<file path="config.mk">
export PLATFORM = sky130hd
export DESIGN_NAME = aud_info_pkt
export DESIGN_NICKNAME = d
export VERILOG_FILES = /design/src/rtl/aif_pkg.sv /design/src/rtl/aif_stage.sv /design/src/rtl/aif_sum.sv /design/src/rtl/aif_tx.sv /design/src/rtl/aud_info_pkt.sv
export SDC_FILE = /design/constraint.sdc
export NUM_CORES = 1
export LEC_CHECK = 0
export ABC_AREA = 1
export CORE_AREA = 2 2 92 94
export DETAILED_ROUTE_END_ITERATION = 8
export DIE_AREA = 0 0 94 96
export DONT_BUFFER_PORTS = 1
export PLACE_DENSITY = 0.69
export SLEW_MARGIN = 30
export SYNTH_ARGS = -nofsm -noshare
export SYNTH_HDL_FRONTEND = slang
export SYNTH_SLANG_ARGS = --single-unit
</file>
<file path="constraint.sdc">
create_clock -name clk -period 3.4 [get_ports clk]
set_clock_uncertainty 0.15 [all_clocks]
set_input_delay 0 -clock clk [delete_from_list [all_inputs] [get_ports clk]]
set_output_delay 0 -clock clk [all_outputs]
set_load 0.01 [all_outputs]
</file>
<file path="src/rtl/aif_pkg.sv">
package aif_pkg;
    localparam int BYTE_W   = 8;
    localparam int NUM_USER = 5;
    localparam int HDR_LEN  = 4;
    localparam int PAY_LEN  = 10;
    localparam int PKT_LEN  = HDR_LEN + PAY_LEN;
    localparam int IDX_W    = $clog2(PKT_LEN);
    localparam int CA_SLOT  = 3;

    localparam logic [BYTE_W-1:0] HDR_TYPE = 8'h84;
    localparam logic [BYTE_W-1:0] HDR_VER  = 8'h01;
    localparam logic [BYTE_W-1:0] HDR_LEN_B = 8'h0A;
    localparam logic [BYTE_W-1:0] CA_FULL  = 8'h13;

    typedef logic [BYTE_W-1:0] byte_t;
    typedef logic [NUM_USER-1:0][BYTE_W-1:0] user_vec_t;

    typedef enum logic {
        ST_IDLE = 1'b0,
        ST_SEND = 1'b1
    } tx_state_t;
endpackage

</file>
<file path="src/rtl/aif_stage.sv">
module aif_stage
    import aif_pkg::*;
(
    input  logic      clk,
    input  logic      rst_n,
    input  logic      load_i,
    input  user_vec_t user_i,
    output user_vec_t staged_o
);
    user_vec_t cond;

    for (genvar g = 0; g < NUM_USER; g++) begin : g_cond
        if (g == CA_SLOT) begin : g_ca
            assign cond[g] = (user_i[g] != '0) ? CA_FULL : '0;
        end else begin : g_pass
            assign cond[g] = user_i[g];
        end
    end

    always_ff @(posedge clk or negedge rst_n) begin
        if (!rst_n) begin
            staged_o <= '0;
        end else if (load_i) begin
            staged_o <= cond;
        end
    end

    // the staged channel-allocation code is only ever 0x00 or 0x13
    a_r4_ca_code: assert property (@(posedge clk) disable iff (!rst_n)
        (staged_o[CA_SLOT] == '0) || (staged_o[CA_SLOT] == CA_FULL));
endmodule

</file>
<file path="src/rtl/aif_sum.sv">
module aif_sum
    import aif_pkg::*;
(
    input  user_vec_t staged_i,
    output byte_t     csum_o
);
    byte_t acc;

    always_comb begin
        acc = HDR_TYPE + HDR_VER + HDR_LEN_B;
        for (int k = 0; k < NUM_USER; k++) begin
            acc = acc + staged_i[k];
        end
        csum_o = byte_t'(9'h100 - {1'b0, acc});
    end
endmodule

</file>
<file path="src/rtl/aif_tx.sv">
module aif_tx
    import aif_pkg::*;
(
    input  logic      clk,
    input  logic      rst_n,
    input  logic      enable_i,
    input  logic      repeat_i,
    input  logic      frame_start_i,
    input  user_vec_t staged_i,
    input  byte_t     csum_i,
    output byte_t     byte_o,
    output logic      valid_o,
    output logic      last_o
);
    localparam logic [IDX_W-1:0] LAST_IDX = IDX_W'(PKT_LEN - 1);
    localparam logic [IDX_W-1:0] TAIL_IDX = IDX_W'(HDR_LEN + NUM_USER);

    tx_state_t        state_q;
    logic [IDX_W-1:0] idx_q;
    logic             sent_q;
    user_vec_t        active_q;
    byte_t            csum_q;
    byte_t            byte_d;
    logic             launch;

    assign launch = (state_q == ST_IDLE) && frame_start_i && enable_i
                    && (repeat_i || !sent_q);

    // state register process
    always_ff @(posedge clk or negedge rst_n) begin
        if (!rst_n) begin
            state_q  <= ST_IDLE;
            idx_q    <= '0;
            active_q <= '0;
            csum_q   <= '0;
        end else begin
            unique case (state_q)
                ST_IDLE: begin
                    if (launch) begin
                        state_q  <= ST_SEND;
                        idx_q    <= '0;
                        active_q <= staged_i;
                        csum_q   <= csum_i;
                    end
                end
                ST_SEND: begin
                    if (idx_q == LAST_IDX) begin
                        state_q <= ST_IDLE;
                        idx_q   <= '0;
                    end else begin
                        idx_q <= idx_q + 1'b1;
                    end
                end
            endcase
        end
    end

    always_ff @(posedge clk or negedge rst_n) begin
        if (!rst_n) begin
            sent_q <= 1'b0;
        end else if (!enable_i) begin
            sent_q <= 1'b0;
        end else if (launch) begin
            sent_q <= 1'b1;
        end
    end

    always_comb begin
        byte_d = '0;
        if (idx_q == IDX_W'(0)) begin
            byte_d = HDR_TYPE;
        end else if (idx_q == IDX_W'(1)) begin
            byte_d = HDR_VER;
        end else if (idx_q == IDX_W'(2)) begin
            byte_d = HDR_LEN_B;
        end else if (idx_q == IDX_W'(3)) begin
            byte_d = csum_q;
        end
        for (int k = 0; k < NUM_USER; k++) begin
            if (idx_q == IDX_W'(HDR_LEN + k)) begin
                byte_d = active_q[k];
            end
        end
    end

    // output process
    always_comb begin
        valid_o = (state_q == ST_SEND);
        last_o  = (state_q == ST_SEND) && (idx_q == LAST_IDX);
        byte_o  = valid_o ? byte_d : '0;
    end

    // last only inside a packet, valid unbroken until last
    a_r6_last_in_packet: assert property (@(posedge clk) disable iff (!rst_n)
        last_o |-> valid_o);
    a_r6_contiguous: assert property (@(posedge clk) disable iff (!rst_n)
        (valid_o && !last_o) |=> valid_o);
    a_r6_gap_after_last: assert property (@(posedge clk) disable iff (!rst_n)
        last_o |=> !valid_o);
    // a packet in flight only steps forward
    a_r11_no_restart: assert property (@(posedge clk) disable iff (!rst_n)
        (valid_o && !last_o) |=> (idx_q == $past(idx_q) + 1'b1));
    // the transmit copy is frozen while a packet is in flight
    a_r10_payload_held: assert property (@(posedge clk) disable iff (!rst_n)
        (valid_o && !last_o) |=> ($stable(active_q) && $stable(csum_q)));
    // every packet opens with the type byte
    a_r1_type_first: assert property (@(posedge clk) disable iff (!rst_n)
        $rose(valid_o) |-> (byte_o == HDR_TYPE));
    // zero tail
    a_r5_tail_zero: assert property (@(posedge clk) disable iff (!rst_n)
        (valid_o && (idx_q >= TAIL_IDX)) |-> (byte_o == '0));
    // disabled sender stays silent
    a_r9_disabled_idle: assert property (@(posedge clk) disable iff (!rst_n)
        ((state_q == ST_IDLE) && !enable_i) |=> !valid_o);
endmodule

</file>
<file path="src/rtl/aud_info_pkt.sv">
module aud_info_pkt
    import aif_pkg::*;
(
    input  logic       clk,
    input  logic       rst_n,
    input  logic [7:0] usr_b1,
    input  logic [7:0] usr_b2,
    input  logic [7:0] usr_b3,
    input  logic [7:0] usr_b4,
    input  logic [7:0] usr_b5,
    input  logic       load_i,
    input  logic       enable_i,
    input  logic       repeat_i,
    input  logic       frame_start_i,
    output logic [7:0] pkt_byte_o,
    output logic       pkt_valid_o,
    output logic       pkt_last_o
);
    user_vec_t user_in;
    user_vec_t staged;
    byte_t     csum;

    assign user_in = {usr_b5, usr_b4, usr_b3, usr_b2, usr_b1};

    aif_stage u_stage (
        .clk      (clk),
        .rst_n    (rst_n),
        .load_i   (load_i),
        .user_i   (user_in),
        .staged_o (staged)
    );

    aif_sum u_sum (
        .staged_i (staged),
        .csum_o   (csum)
    );

    aif_tx u_tx (
        .clk           (clk),
        .rst_n         (rst_n),
        .enable_i      (enable_i),
        .repeat_i      (repeat_i),
        .frame_start_i (frame_start_i),
        .staged_i      (staged),
        .csum_i        (csum),
        .byte_o        (pkt_byte_o),
        .valid_o       (pkt_valid_o),
        .last_o        (pkt_last_o)
    );
endmodule

</file>
==> impl_metrics.csv <==
group,metric,value,unit
logic_synthesis,synth-xor-area-share,0.598,%
setup_path,path_common_cell,"fa_1",
clocking,cts_buffer_depth,2,
route,ant_nets,0,
logic_synthesis,yosysTopAreaCell,"dfrtp_1",
setup_path,arrival,3.30,ns
job,cap_violations,0,
finish,n_antenna_cell,0,
route,wl_met2,5690,um
pwr,seqPwrFrac,37.4,%
global_routing,grt_pass1_vias,3918,
setup_path,slowest_stage,"fa_1",
logic_synthesis,seq_area_frac_synth,45.6,%
setup_path,reg2reg_to,"u_tx.csum_q[6]",
logic_synthesis,netlist_area,4390,um^2
timing,post-route-period-util,95.3,%
logic_synthesis,synthTopCellsByCount,"160 x nand2_1, 81 x inv_1, 80 x dfrtp_1, 79 x o21ai_0, 21 x nor2_1",
pwr,irDropWorstVdd,0.000357,V
route,wl_per_cell,14.7,um
logic_synthesis,synth-simple-area-share,20.2,%
logic_synthesis,avgSynthCellArea,8.27,um^2
pwr,p_sw,1530,uW
logic_synthesis,synthTopCellsByArea,"dfrtp_1 46%, nand2_1 14%, o21ai_0 9.0%, fa_1 7.8%, inv_1 6.9%",
setup_path,reg2reg_slack,0.16,ns
run_status,run_status,"finished clean",
logic_synthesis,synth_cells,531,
pwr,switching_share,40.1,%
setup_path,reg2reg_from,"u_stage.staged_o[25]",
setup_path,crit_family,"adder cells",
setup_path,critPathBufInv,2,
global_routing,grt_first_pass_wirelength,18100,um
logic_synthesis,synth_compound_area_share,12.5,%
logic_synthesis,synth_edf_count,0,
timing,setup_viol,0,
setup_path,crit_chain,"buf_4 > fa_1 > fa_1 > inv_1 > fa_1 > ha_1 > fa_2 > nand3_1 > nand2_1 > xnor2_1 > o21ai_0",
place,gp_congestion,0.848,
route,wl_met3,382,um
place,port_buffers,0,
logic_synthesis,synthAdderAreaFrac,12.0,%
global_routing,grtUsageTotal,26.5,%
logic_synthesis,ys_seq_elements,80,
global_routing,antenna_found_initial,0,
route,routed_wl,10900,um
timing,max_freq,309,MHz
pwr,p_int,2300,uW
logic_synthesis,synth_ff_type,"dfrtp_1",
timing,hold_violations,0,
clocking,cts_buffers,9,
global_routing,grt_overflow,0,
route,top_layer_used,"met4",
die,io_pins,56,
timing,maxSlewViolCount,0,
logic_synthesis,yosysTopAreaCellShare,45.6,%
worst_hold_path,hold_path.class,"in -> async",
die,design.die.area,9020,um^2
setup_path,worstSetupStartpointType,"flop",
die,die_h,96,um
route,drt-initial-drc-count,143,
logic_synthesis,synth_top_family_by_area,"simple AND/OR/NAND/NOR gates",
logic_synthesis,yosys_warnings,0,
die,core.rowCount,33,
clocking,root_buffer,"clkbuf_8",
route,num_vias,3739,
finish,nets,708,
finish,synthToLayoutAreaGrowth,31.1,%
clocking,clock_sinks,80,
pwr,pwr-share-clk,20.3,%
timing,fin_ws,0.159,ns
timing,worstMarginPinSlew,0.724,ns
logic_synthesis,synth.most_common_cell,"nand2_1",
pwr,p_leak,0.00283,uW
pwr,power.density,665,nW/um^2
setup_path,critPathKind,"reg -> reg",
logic_synthesis,synth_cell_type_count,32,
clocking,cts_tree,"yes",
setup_path,cp.required,3.46,ns
setup_path,worst_path_largest_cell_delay,0.49,ns
timing,fin_crit,3.24,ns
finish,drive_gt1_share,6.61,%
pwr,combPwrFrac,42.3,%
setup_path,crit_fanout,3,
logic_synthesis,async_flop_share,100,%
die,core,8050,um^2
setup_path,worst_setup_path_end_kind,"flop",
route,drc,0,
timing,hold_ws,0.0199,ns
setup_path,rr_worst_depth,11,
logic_synthesis,synthMuxAreaShare,0,%
route,drtPass1Iterations,4,
route,vias_per_cell,5.05,
finish,n_fill_cell,620,
die,start_util,54.5,%
clocking,htreeDepth,3,
clocking,clk_pin_slew_worst_paths,0.08,ns
clocking,clk_latency,0.35,ns
timing,slew_headroom,51.7,%
logic_synthesis,syn-num-nets,609,
route,met1_length,4560,um
die,die_w,94,um
global_routing,grt_max_degree,81,
place,dpl_worst_slack,0.0649,ns
place,place_hpwl,6900,um
==> how the worst max path moves through the flow <==
| stage | from | to | cells after the start |
|---|---|---|---|
| finish | u_stage.staged_o[25] | u_tx.csum_q[6] | 11 |
| CTS | u_stage.staged_o[25] | u_tx.csum_q[7] | 13 |
| global placement | u_stage.staged_o[25] | u_tx.csum_q[7] | 13 |
| detailed placement | u_stage.staged_o[25] | u_tx.csum_q[7] | 13 |
| global route | u_stage.staged_o[25] | u_tx.csum_q[7] | 13 |
| floorplan | u_stage.staged_o[25] | u_tx.csum_q[7] | 13 |
==> state kept, by name, indices dropped and copies added, names as in the netlist <==
| name | flops |
|---|---|
| u_tx.valid_o | 1 |
| u_tx.csum_q | 8 |
| u_tx.sent_q | 1 |
| u_tx.active_q | 33 |
| u_tx.idx_q | 4 |
| u_stage.staged_o | 33 |
==> repair_timing <==
action                                 in CTS  in global routing
gates resized for setup                     0                  6
endpoints found under the hold margin     114                  0
setup buffers                               0                  1
setup endpoints to repair                   0                  2
hold buffers                              102                  0
==> layer usage <==
layer	vias up	GRT usage (%)
li1	1859	-
met1	1780	31.2
met2	79	48.0
met3	21	5.64
met4	0	9.30
met5	-	0
==> placed cells by master, fill, tap and decap left out, types with 3 or more instances in the layout <==
cell type | synthesis | routed
nand2_1 | 160 | 160
dlygate4sd3_1 | 0 | 100
inv_1 | 81 | 80
dfrtp_1 | 80 | 80
o21ai_0 | 79 | 78
nor2_1 | 21 | 21
fa_1 | 17 | 16
ha_1 | 15 | 14
a21oi_1 | 13 | 12
clkbuf_8 | 0 | 9
inv_2 | 7 | 8
nand3_1 | 7 | 7
nand4_1 | 6 | 6
o21ai_1 | 5 | 6
o211ai_1 | 3 | 3
xnor2_1 | 3 | 3
==> worst register-to-register path, stage by stage (launching register included) <==
cell     delay (ns)
dfrtp_1        0.42
buf_4          0.15
fa_1           0.47
fa_1           0.49
inv_1          0.05
fa_1           0.41
ha_1           0.22
fa_2           0.36
nand3_1        0.09
nand2_1        0.06
xnor2_1        0.12
o21ai_0        0.08
==> layout make-up <==
cell class	instances	area [um^2]	share of cell area, %
Clock buffer	9	124	2.15
Clock inverter	7	95.1	1.65
Inverter	88	330	5.74
Multi-Input combinational cell	347	2010	34.9
Sequential cell	80	2000	34.8
Tap cell	105	131	2.28
Timing Repair Buffer	104	1060	18.5
==> power groups by stage <==
stage | combinational [uW] | clock (uW) | sequential, uW
final | 1620 | 778 | 1430
after global routing | 1860 | 839 | 1470
after CTS | 1560 | 785 | 1430
after detailed placement | 1410 | 0 | 1450
after global placement | 1380 | 0 | 1440
after floorplan | 1150 | 0 | 1370
==> cell families (layout without fill, tap and decap cells) <==
group,count (synthesis),in the layout
buffers and inverters,104,208
AO/OA/AOI/OAI,104,104
AND/OR/NAND/NOR,208,208
adder cells (fa/ha/maj),32,32
XOR/XNOR,3,3
flip-flops,80,80
==> per-stage QoR <==
step | cells | power, uW | setup TNS, ns | util, % | instance area, um^2
after floorplan | 531 | 2530 | 0 | - | 4390
after global placement | 621 | 2820 | 0 | 55.4 | 4460
after detailed placement | 621 | 2860 | 0 | 55.4 | 4460
after CTS | 739 | 3780 | 0 | 71.1 | 5730
after global routing | 740 | 4170 | -0.0271 | 71.5 | 5760
final | 740 | 3830 | 0 | 71.5 | 5760
No activity file was read; power rests on OpenSTA's default activity.
